[src/rtl/ccr_pkg.sv]
package ccr_pkg;
  localparam int SR_W    = 16;
  localparam int SEG_W   = 8;
  localparam int PRIV_B  = SR_W - 1;
  localparam int INTEN_B = SR_W - 2;
  localparam int TRAP_B  = SR_W - 3;
  localparam int RSTK_B  = SR_W - 4;
  localparam int OVF_B   = SR_W - 5;
  localparam int CRY_B   = SR_W - 6;
  localparam int CC_HI   = SR_W - 7;
  localparam int CC_LO   = SR_W - 8;
  localparam logic [SR_W-1:0] SR_RST = 16'h8000;

  typedef enum logic [1:0] {
    CC_GT  = 2'd0,
    CC_LT  = 2'd1,
    CC_EQ  = 2'd2,
    CC_BAD = 2'd3
  } cc_e;

  typedef enum logic [1:0] {
    MD_SIGN = 2'd0,
    MD_CHAR = 2'd1,
    MD_CMP  = 2'd2,
    MD_DEV  = 2'd3
  } mode_e;

  typedef enum logic [1:0] {
    DV_NORESP = 2'd0,
    DV_READY  = 2'd1,
    DV_BUSY   = 2'd2,
    DV_RSVD   = 2'd3
  } dev_e;
endpackage

[src/rtl/ccr_char_class.sv]
module ccr_char_class #(
  parameter int CH_W = 8
) (
  input  logic [CH_W-1:0] ch_i,
  output logic            alpha_o,
  output logic            digit_o
);
  localparam logic [CH_W-1:0] UP_LO  = CH_W'(8'h41);
  localparam logic [CH_W-1:0] UP_HI  = CH_W'(8'h5A);
  localparam logic [CH_W-1:0] LOW_LO = CH_W'(8'h61);
  localparam logic [CH_W-1:0] LOW_HI = CH_W'(8'h7A);
  localparam logic [CH_W-1:0] DIG_LO = CH_W'(8'h30);
  localparam logic [CH_W-1:0] DIG_HI = CH_W'(8'h39);

  logic in_upper, in_lower;

  always_comb begin
    in_upper = (ch_i >= UP_LO)  && (ch_i <= UP_HI);
    in_lower = (ch_i >= LOW_LO) && (ch_i <= LOW_HI);
    alpha_o  = in_upper || in_lower;
    digit_o  = (ch_i >= DIG_LO) && (ch_i <= DIG_HI);
  end
endmodule

[src/rtl/ccr_cc_eval.sv]
module ccr_cc_eval
  import ccr_pkg::*;
#(
  parameter int DATA_W = 16,
  parameter int CH_W   = 8
) (
  input  mode_e             mode_i,
  input  logic [DATA_W-1:0] opa_i,
  input  logic [DATA_W-1:0] opb_i,
  input  dev_e              dev_i,
  output cc_e               cc_o
);
  logic              is_alpha, is_digit;
  logic [DATA_W-1:0] rhs;
  logic              lt, eq;
  cc_e               cc_arith, cc_char, cc_dev;

  ccr_char_class #(.CH_W(CH_W)) u_char (
    .ch_i    (opa_i[CH_W-1:0]),
    .alpha_o (is_alpha),
    .digit_o (is_digit)
  );

  // Sign test shares the comparator with zero as right-hand side.
  always_comb begin
    rhs = (mode_i == MD_SIGN) ? '0 : opb_i;
    lt  = $signed(opa_i) < $signed(rhs);
    eq  = (opa_i == rhs);
    if (lt)      cc_arith = CC_LT;
    else if (eq) cc_arith = CC_EQ;
    else         cc_arith = CC_GT;
  end

  always_comb begin
    if (is_alpha)      cc_char = CC_EQ;
    else if (is_digit) cc_char = CC_GT;
    else               cc_char = CC_LT;
  end

  always_comb begin
    unique case (dev_i)
      DV_READY: cc_dev = CC_EQ;
      DV_BUSY:  cc_dev = CC_GT;
      default:  cc_dev = CC_LT;
    endcase
  end

  always_comb begin
    unique case (mode_i)
      MD_CHAR: cc_o = cc_char;
      MD_DEV:  cc_o = cc_dev;
      default: cc_o = cc_arith;
    endcase
  end
endmodule

[src/rtl/ccr_sr_reg.sv]
module ccr_sr_reg
  import ccr_pkg::*;
(
  input  logic            clk,
  input  logic            rst,
  input  logic            upd_i,
  input  cc_e             cc_i,
  input  logic            cry_i,
  input  logic            ovf_i,
  input  logic            ld_i,
  input  logic [SR_W-1:0] ld_data_i,
  output logic [SR_W-1:0] sr_o,
  output logic            illegal_o
);
  logic [SR_W-1:0] sr_q;
  logic            ill_q;
  logic            load_ok;

  assign load_ok = ld_i && sr_q[PRIV_B];

  always_ff @(posedge clk) begin
    if (rst) begin
      sr_q  <= SR_RST;
      ill_q <= 1'b0;
    end else begin
      ill_q <= 1'b0;
      if (load_ok) begin
        sr_q  <= ld_data_i;
        ill_q <= (ld_data_i[CC_HI:CC_LO] == CC_BAD);
      end else if (upd_i) begin
        sr_q[CC_HI:CC_LO] <= cc_i;
        sr_q[OVF_B]       <= ovf_i;
        sr_q[CRY_B]       <= cry_i;
      end
    end
  end

  assign sr_o      = sr_q;
  assign illegal_o = ill_q;

  AST_UPD_CC_LEGAL: assert property (@(posedge clk) disable iff (rst)
    (upd_i && !ld_i) |=> (sr_q[CC_HI:CC_LO] != CC_BAD));
  AST_FLAGS_FOLLOW: assert property (@(posedge clk) disable iff (rst)
    (upd_i && !ld_i) |=> (sr_q[OVF_B] == $past(ovf_i) && sr_q[CRY_B] == $past(cry_i)));
  AST_HOLD_IDLE: assert property (@(posedge clk) disable iff (rst)
    (!upd_i && !ld_i) |=> $stable(sr_q));
  AST_UPPER_HOLD: assert property (@(posedge clk) disable iff (rst)
    (upd_i && !ld_i) |=> $stable({sr_q[PRIV_B:RSTK_B], sr_q[SEG_W-1:0]}));
  AST_LOAD_TAKES: assert property (@(posedge clk) disable iff (rst)
    (ld_i && sr_q[PRIV_B]) |=> (sr_q == $past(ld_data_i)));
  AST_UNPRIV_IGNORED: assert property (@(posedge clk) disable iff (rst)
    (ld_i && !sr_q[PRIV_B] && !upd_i) |=> $stable(sr_q));
  AST_ILLEGAL_MATCH: assert property (@(posedge clk) disable iff (rst)
    ill_q |-> (sr_q[CC_HI:CC_LO] == CC_BAD));
endmodule

[src/rtl/ccr_status_unit.sv]
module ccr_status_unit
  import ccr_pkg::*;
#(
  parameter int DATA_W = 16,
  parameter int CH_W   = 8
) (
  input  logic              clk,
  input  logic              rst,
  input  logic              upd_i,
  input  logic [1:0]        mode_i,
  input  logic [DATA_W-1:0] opa_i,
  input  logic [DATA_W-1:0] opb_i,
  input  logic [1:0]        dev_i,
  input  logic              cry_i,
  input  logic              ovf_i,
  input  logic              ld_i,
  input  logic [SR_W-1:0]   ld_data_i,
  output logic [SR_W-1:0]   sr_o,
  output logic              illegal_o
);
  cc_e cc_next;

  ccr_cc_eval #(.DATA_W(DATA_W), .CH_W(CH_W)) u_eval (
    .mode_i (mode_e'(mode_i)),
    .opa_i  (opa_i),
    .opb_i  (opb_i),
    .dev_i  (dev_e'(dev_i)),
    .cc_o   (cc_next)
  );

  ccr_sr_reg u_reg (
    .clk       (clk),
    .rst       (rst),
    .upd_i     (upd_i),
    .cc_i      (cc_next),
    .cry_i     (cry_i),
    .ovf_i     (ovf_i),
    .ld_i      (ld_i),
    .ld_data_i (ld_data_i),
    .sr_o      (sr_o),
    .illegal_o (illegal_o)
  );

  AST_CMP_EQ_CODE: assert property (@(posedge clk) disable iff (rst)
    (upd_i && !ld_i && mode_i == 2'd2 && opa_i == opb_i) |=> (sr_o[CC_HI:CC_LO] == CC_EQ));
  AST_DEV_READY: assert property (@(posedge clk) disable iff (rst)
    (upd_i && !ld_i && mode_i == 2'd3 && dev_i == 2'd1) |=> (sr_o[CC_HI:CC_LO] == CC_EQ));
endmodule

[config.mk]
export PLATFORM = sky130hd
export DESIGN_NAME = ccr_status_unit
export DESIGN_NICKNAME = d
export VERILOG_FILES = /design/src/rtl/ccr_pkg.sv /design/src/rtl/ccr_char_class.sv /design/src/rtl/ccr_cc_eval.sv /design/src/rtl/ccr_sr_reg.sv /design/src/rtl/ccr_status_unit.sv
export SDC_FILE = /design/constraint.sdc
export NUM_CORES = 1
export LEC_CHECK = 0
export ABC_AREA = 1
export BUFFER_PORTS_ARGS = -buffer_cell sky130_fd_sc_hd__buf_4
export CAP_MARGIN = 20
export CORE_MARGIN = 5
export CORE_UTILIZATION = 39
export DETAILED_ROUTE_END_ITERATION = 10
export PLACE_DENSITY = 0.75
export SLEW_MARGIN = 20
export SYNTH_ARGS = -nofsm -noshare
export SYNTH_HDL_FRONTEND = slang
export SYNTH_SLANG_ARGS = --single-unit
[constraint.sdc]
create_clock -name clk -period 2.1 [get_ports clk]
set_input_delay 0.525 -clock clk [delete_from_list [all_inputs] [get_ports clk]]
set_output_delay 0.525 -clock clk [all_outputs]
set_load 0.1 [all_outputs]
* Word-level counts from Yosys, hierarchy flattened
Index checks and enable logic that the tools add are counted.
Storage, ports and cells: bits in registers 17, bits of input ports 58, output and inout port bits 17, word-level logic and storage cells 34
Cells by class: $lt $le $gt $ge 7, equality and inequality tests 6, mux-type cells 9, bitwise logic cells 1, reduce and logical (&&, ||, !) cells 8
Operators with widths (count):
- $eq 16x16->1 | 1
- $ge 8x7->1 const B | 2
- $le 8x7->1 const B | 2
- $lt 16x16->1 | 1
- $mux 16 | 1
- $ge 8x6->1 const B | 1
- $le 8x6->1 const B | 1
- $mux 4 | 2
- $pmux 2 s2 | 2
- $eq 2x2->1 const B | 3
- $mux 2 | 3
- $eq 2x1->1 const B | 2
- $logic_and 1x1->1 | 4
- $logic_not 2->1 | 1
- $reduce_bool 2->1 | 1
- $reduce_or 2->1 | 1
- $logic_or 1x1->1 | 1
- $mux 1 | 1
- $not 1->1 | 1

* Longest topological paths before layout
depth in word-level cells 8, depth in mapped cells 18, gate-level depth less buffers 17

* Modules after synthesis
From an unflattened synthesis, not the netlist that was laid out.
Second synthesis, totals: cells, all modules 211, area, all modules 1338.8 µm²
Modules (own cells, without submodules):
- ccr_sr_reg | times used 1, cells each 92, area an instance 686.9 µm², sequential area each 340.3 µm²
- ccr_cc_eval | times used 1, cells each 98, area an instance 554.3 µm², sequential area each 0.0 µm²
- ccr_char_class | times used 1, cells each 21, area an instance 97.6 µm², sequential area each 0.0 µm²

* Worst setup path before layout
OpenSTA, ideal clock, no wires.
path kind input port to flip-flop, start input port mode_i[1], end register u_reg.sr_q[9], in the netlist u_reg.sr_o[9], library setup time 0.066 ns, data arrival time 2.040 ns, required time 2.034 ns, slack -0.006 ns, stages 16, path buffers 1, cell sequence nor2_1 > inv_1 > clkbuf_1 > nand2_1 > ha_1 > nand2_1 > nand2_1 > nand3_1 > nand2_1 > a21oi_1 > nand2_1 > nand2_1 > nand3_1 > nand2_1 > nand2_1 > a21oi_2
On the way: longest elaborated chain between the ends 8, elaborated cells on any way between the ends 11, those cells by class order compare (1); eq/ne (3); mux (6); reduce/logical (1)
Ends and longest elaborated chain:
- start, declared | RTL line ccr_status_unit.sv:10 | input logic [1:0] mode_i,
- parallel branches: the longest is 5 deep, another holds $lt 16x16->1
- $pmux 2 s2 (*) | RTL line ccr_cc_eval.sv:49 | unique case (mode_i)
- $mux 4 (*) | RTL line ccr_sr_reg.sv:30 | end else if (upd_i) begin
- $mux 4 (*) | RTL line ccr_sr_reg.sv:27 | if (load_ok) begin
- end signal, assigned | RTL line ccr_sr_reg.sv:28 | sr_q <= ld_data_i;
- end signal, assigned by index | RTL line ccr_sr_reg.sv:31 | sr_q[CC_HI:CC_LO] <= cc_i;
- end signal, assigned by index | RTL line ccr_sr_reg.sv:32 | sr_q[OVF_B] <= ovf_i;
- end, declared | RTL line ccr_sr_reg.sv:15 | logic [SR_W-1:0] sr_q;
Every way passes the cells marked *. The select of a mux whose other input is x is not followed. A chain may end at the register's enable or synchronous reset.

* Final worst setup path
Ends and elaborated chain as after synthesis.

==> reports/results.ini <==
[yosys]
avgSynthCellArea_sq_um = 6.31
postSynthCellCount = 195
synthAdderAreaFrac_pct = 17.3
muxShareOfSynthArea_pct = 0
synthTopCellsByArea = dfxtp_1 28%, nand2_1 18%, ha_1 17%
yosys.area_share.simple_pct = 34.8
ys_types = 21
yosys.area.top_type = dfxtp_1
synth_xor_area_share_pct = 0
netlist_area_sq_mm = 0.00123
synth_top_cell_area_share_pct = 27.7
synth_compound_area_share_pct = 12.2
yosysWarningCount = 0
synth_top_family_by_area = simple AND/OR/NAND/NOR gates
synth_fp_nets = 270
synth_seq_cells = 17
ys_seq_area_share_pct = 27.7

[hold_path]
min_to = u_reg.sr_o[9]
hold_class = primary input to register
min-delay-start = rst
hold_path_depth = 2

[placed_design]
numPortBuffers = 74
dp_cells = 315
gp_congestion = 0.918
dp_hpwl_mm = 2.91
dp_slack_ns = -0.223

[critical_path]
cp_slowest_cell = ha_1
cp.arrival_ns = 2.11
crit_top_cell = nand2_1
worst_r2r_path_depth = 6
crit_fanout = 15
rrSetupSlack_ns = 0.90
timing.rr.start = u_reg.sr_o[15]
crit_type = primary input to register
r2r_end = u_reg.sr_o[8]
cpPeakStageDelay_ns = 0.24
end_kind = register
cp_cell_sequence = buf_4 > nor2_1 > inv_2 > nand2_1 > ha_1 > a21oi_1 > o21ai_0 > a21oi_1 > nand2_1 > nand2_1 > nand3_1 > nand2_1 > nand2_1 > a21oi_2
startpoint_type = primary input
critical_path_required_ns = 2.34

[sta]
rsz0062_at_grt = false
setup_violations = 0
finClkSkew_ns = 0.00170
tightestPinTransition_ns = 0.405
fin_setup_tns_ns = 0
fmax_mhz = 533
post-route-period-util_pct = 89.3
relSlewSlack_pct = 72.9
hold_viol_final = 0
slew_violations = 0
period_minus_slack_ns = 1.88
setup_slack_ns = 0.224

[clocking]
cts.sinks = 17
root_buffer = clkbuf_4
clockBufferDepth = 2
clk_pin_slew_worst_paths_ns = 0.10
tritoncts = done
htree_levels = 1
post_cts_buffers = 0
post_cts_resized = 0
numCtsBuffers = 3
ctsHoldBuffers = 0
clock_latency_ns = 0.29

[global_route]
gr-total-overflow = 0
grt_pass1_vias = 1304
grt_first_pass_wirelength_mm = 5.58
grt_use_total_pct = 16.0
antenna_found_initial = 0
grt_start_max_net_pins = 18

[floorplanning]
num_rows = 20
floorplan.initialDensity_pct = 40.6
die_y_microns = 66.2
num_io_pins = 75
core_area_sq_mm = 0.00303
die_width_microns = 66.2
die_area_sq_mm = 0.00438

[drt]
drc_errors = 0
drtIter0Drc = 82
wl_per_cell_microns = 10.6
dr.pass1.iters = 4
routed_wl_mm = 3.39
routed_via_density = 4.55
ant_nets = 0
dr_total_vias = 1452

[status]
status = complete, no violations

[pwr]
power-per-cell-area_mw_per_mm2 = 544
power_mw = 1.03
swShare_pct = 42.5
power_frac_seq_pct = 34.9
p_int_mw = 0.594
p_clk_share_pct = 17.0
combPwrFrac_pct = 48.2
netSwitchingPower_mw = 0.438
irDropWorstVdd_mv = 0.188
p_leak_nw = 1.06

[final_layout]
final_cell_mix = 80 x buf_4, 58 x nand2_1, 36 x nor2_1, 19 x inv_1
diodes = 0
final_cells = 319
drive_above_1_share_pct = 32.4
layout_commonest_cell = buf_4
fin_nets = 351
utilization_pct = 62.6
area_growth_pct = 54.2

[flow_run]
cap_viol_max_count = 0

## metal layers
| metal | GRT usage [%] | share of wire, % | routed length [microns] | up-vias |
|---|---|---|---|---|
| met2 | 27.9 | 46 | 1550 | 54 |
| met1 | 19.8 | 43 | 1450 | 613 |
| met4 | 3.81 | 1.1 | 36 | 0 |
| met3 | 3.74 | 11 | 360 | 4 |
| li1 | - | - | - | 781 |
| met5 | 0 | 0 | 0 | - |
## Yosys cell counts
master	instances
nor3b_1	1
a21oi_1	7
ha_1	17
nor2_2	1
clkinv_1	1
nor2_1	36
clkbuf_1	3
nand3_1	10
nand2_2	1
dfxtp_1	17
a31oi_1	1
o21ai_0	15
a21oi_2	1
o221ai_1	1
inv_1	20
nand2_1	58
inv_2	1
buf_2	1
a311oi_1	1
nor3_1	1
a21o_1	1
## power groups by stage
stage,clock network [mW],registers [mW],logic [mW]
6_report,0.175,0.360,0.497
3_3_place_gp,0,0.366,0.496
4_1_cts,0.182,0.360,0.501
5_1_grt,0.197,0.364,0.547
3_5_place_dp,0,0.368,0.499
2_1_floorplan,0,0.548,0.148
## sequential cells by signal, summed over array words and instances, names as in the netlist
name and cells:
u_reg.sr_o 16, u_reg.illegal_o 1
## worst max-delay path, delay by kind of cell
| kind | cells | cell delay, ns |
|---|---|---|
| buffers and inverters | 2 | 0.25 |
| AND/OR/NAND/NOR | 7 | 0.57 |
| adder cells (fa/ha/maj) | 1 | 0.24 |
| AO/OA/AOI/OAI | 4 | 0.52 |
## worst max path at each step
stage                          endpoint  startpoint  cells after the start  slack (ns)
final                     u_reg.sr_o[9]   mode_i[1]                     14        0.22
after global routing      u_reg.sr_o[9]   mode_i[1]                     14        0.04
after CTS                 u_reg.sr_o[9]   mode_i[1]                     14        0.09
after detailed placement  u_reg.sr_o[9]   mode_i[1]                     14       -0.22
after global placement    u_reg.sr_o[9]   mode_i[1]                     14       -0.18
after floorplan           u_reg.sr_o[9]   mode_i[1]                     16        0.09
## cell type report
class | instances | area, sq um
clock inverter | 1 | 5.00
inverter | 22 | 82.6
fill | 316 | 1130
clock buffer | 3 | 22.5
timing repair buffer | 80 | 601
tap | 44 | 55.1
multi-input combinational | 152 | 791
sequential | 17 | 340
## logic make-up (layout without fill, tap and decap cells)
kind of cell | Yosys count | in the layout
compound gates | 27 | 27
fa+ha+maj | 17 | 17
buf+inv | 26 | 106
flops | 17 | 17
simple gates | 108 | 108
## through the flow
stage | hold WS (ns) | cell area (sq um)
detailed placement | 0.473 | 1870
floorplan | 0.587 | 1230
finish | 0.381 | 1900
global route | 0.362 | 1900
CTS | 0.370 | 1900
global placement | 0.463 | 1870
(Power assumes the default switching activity.)
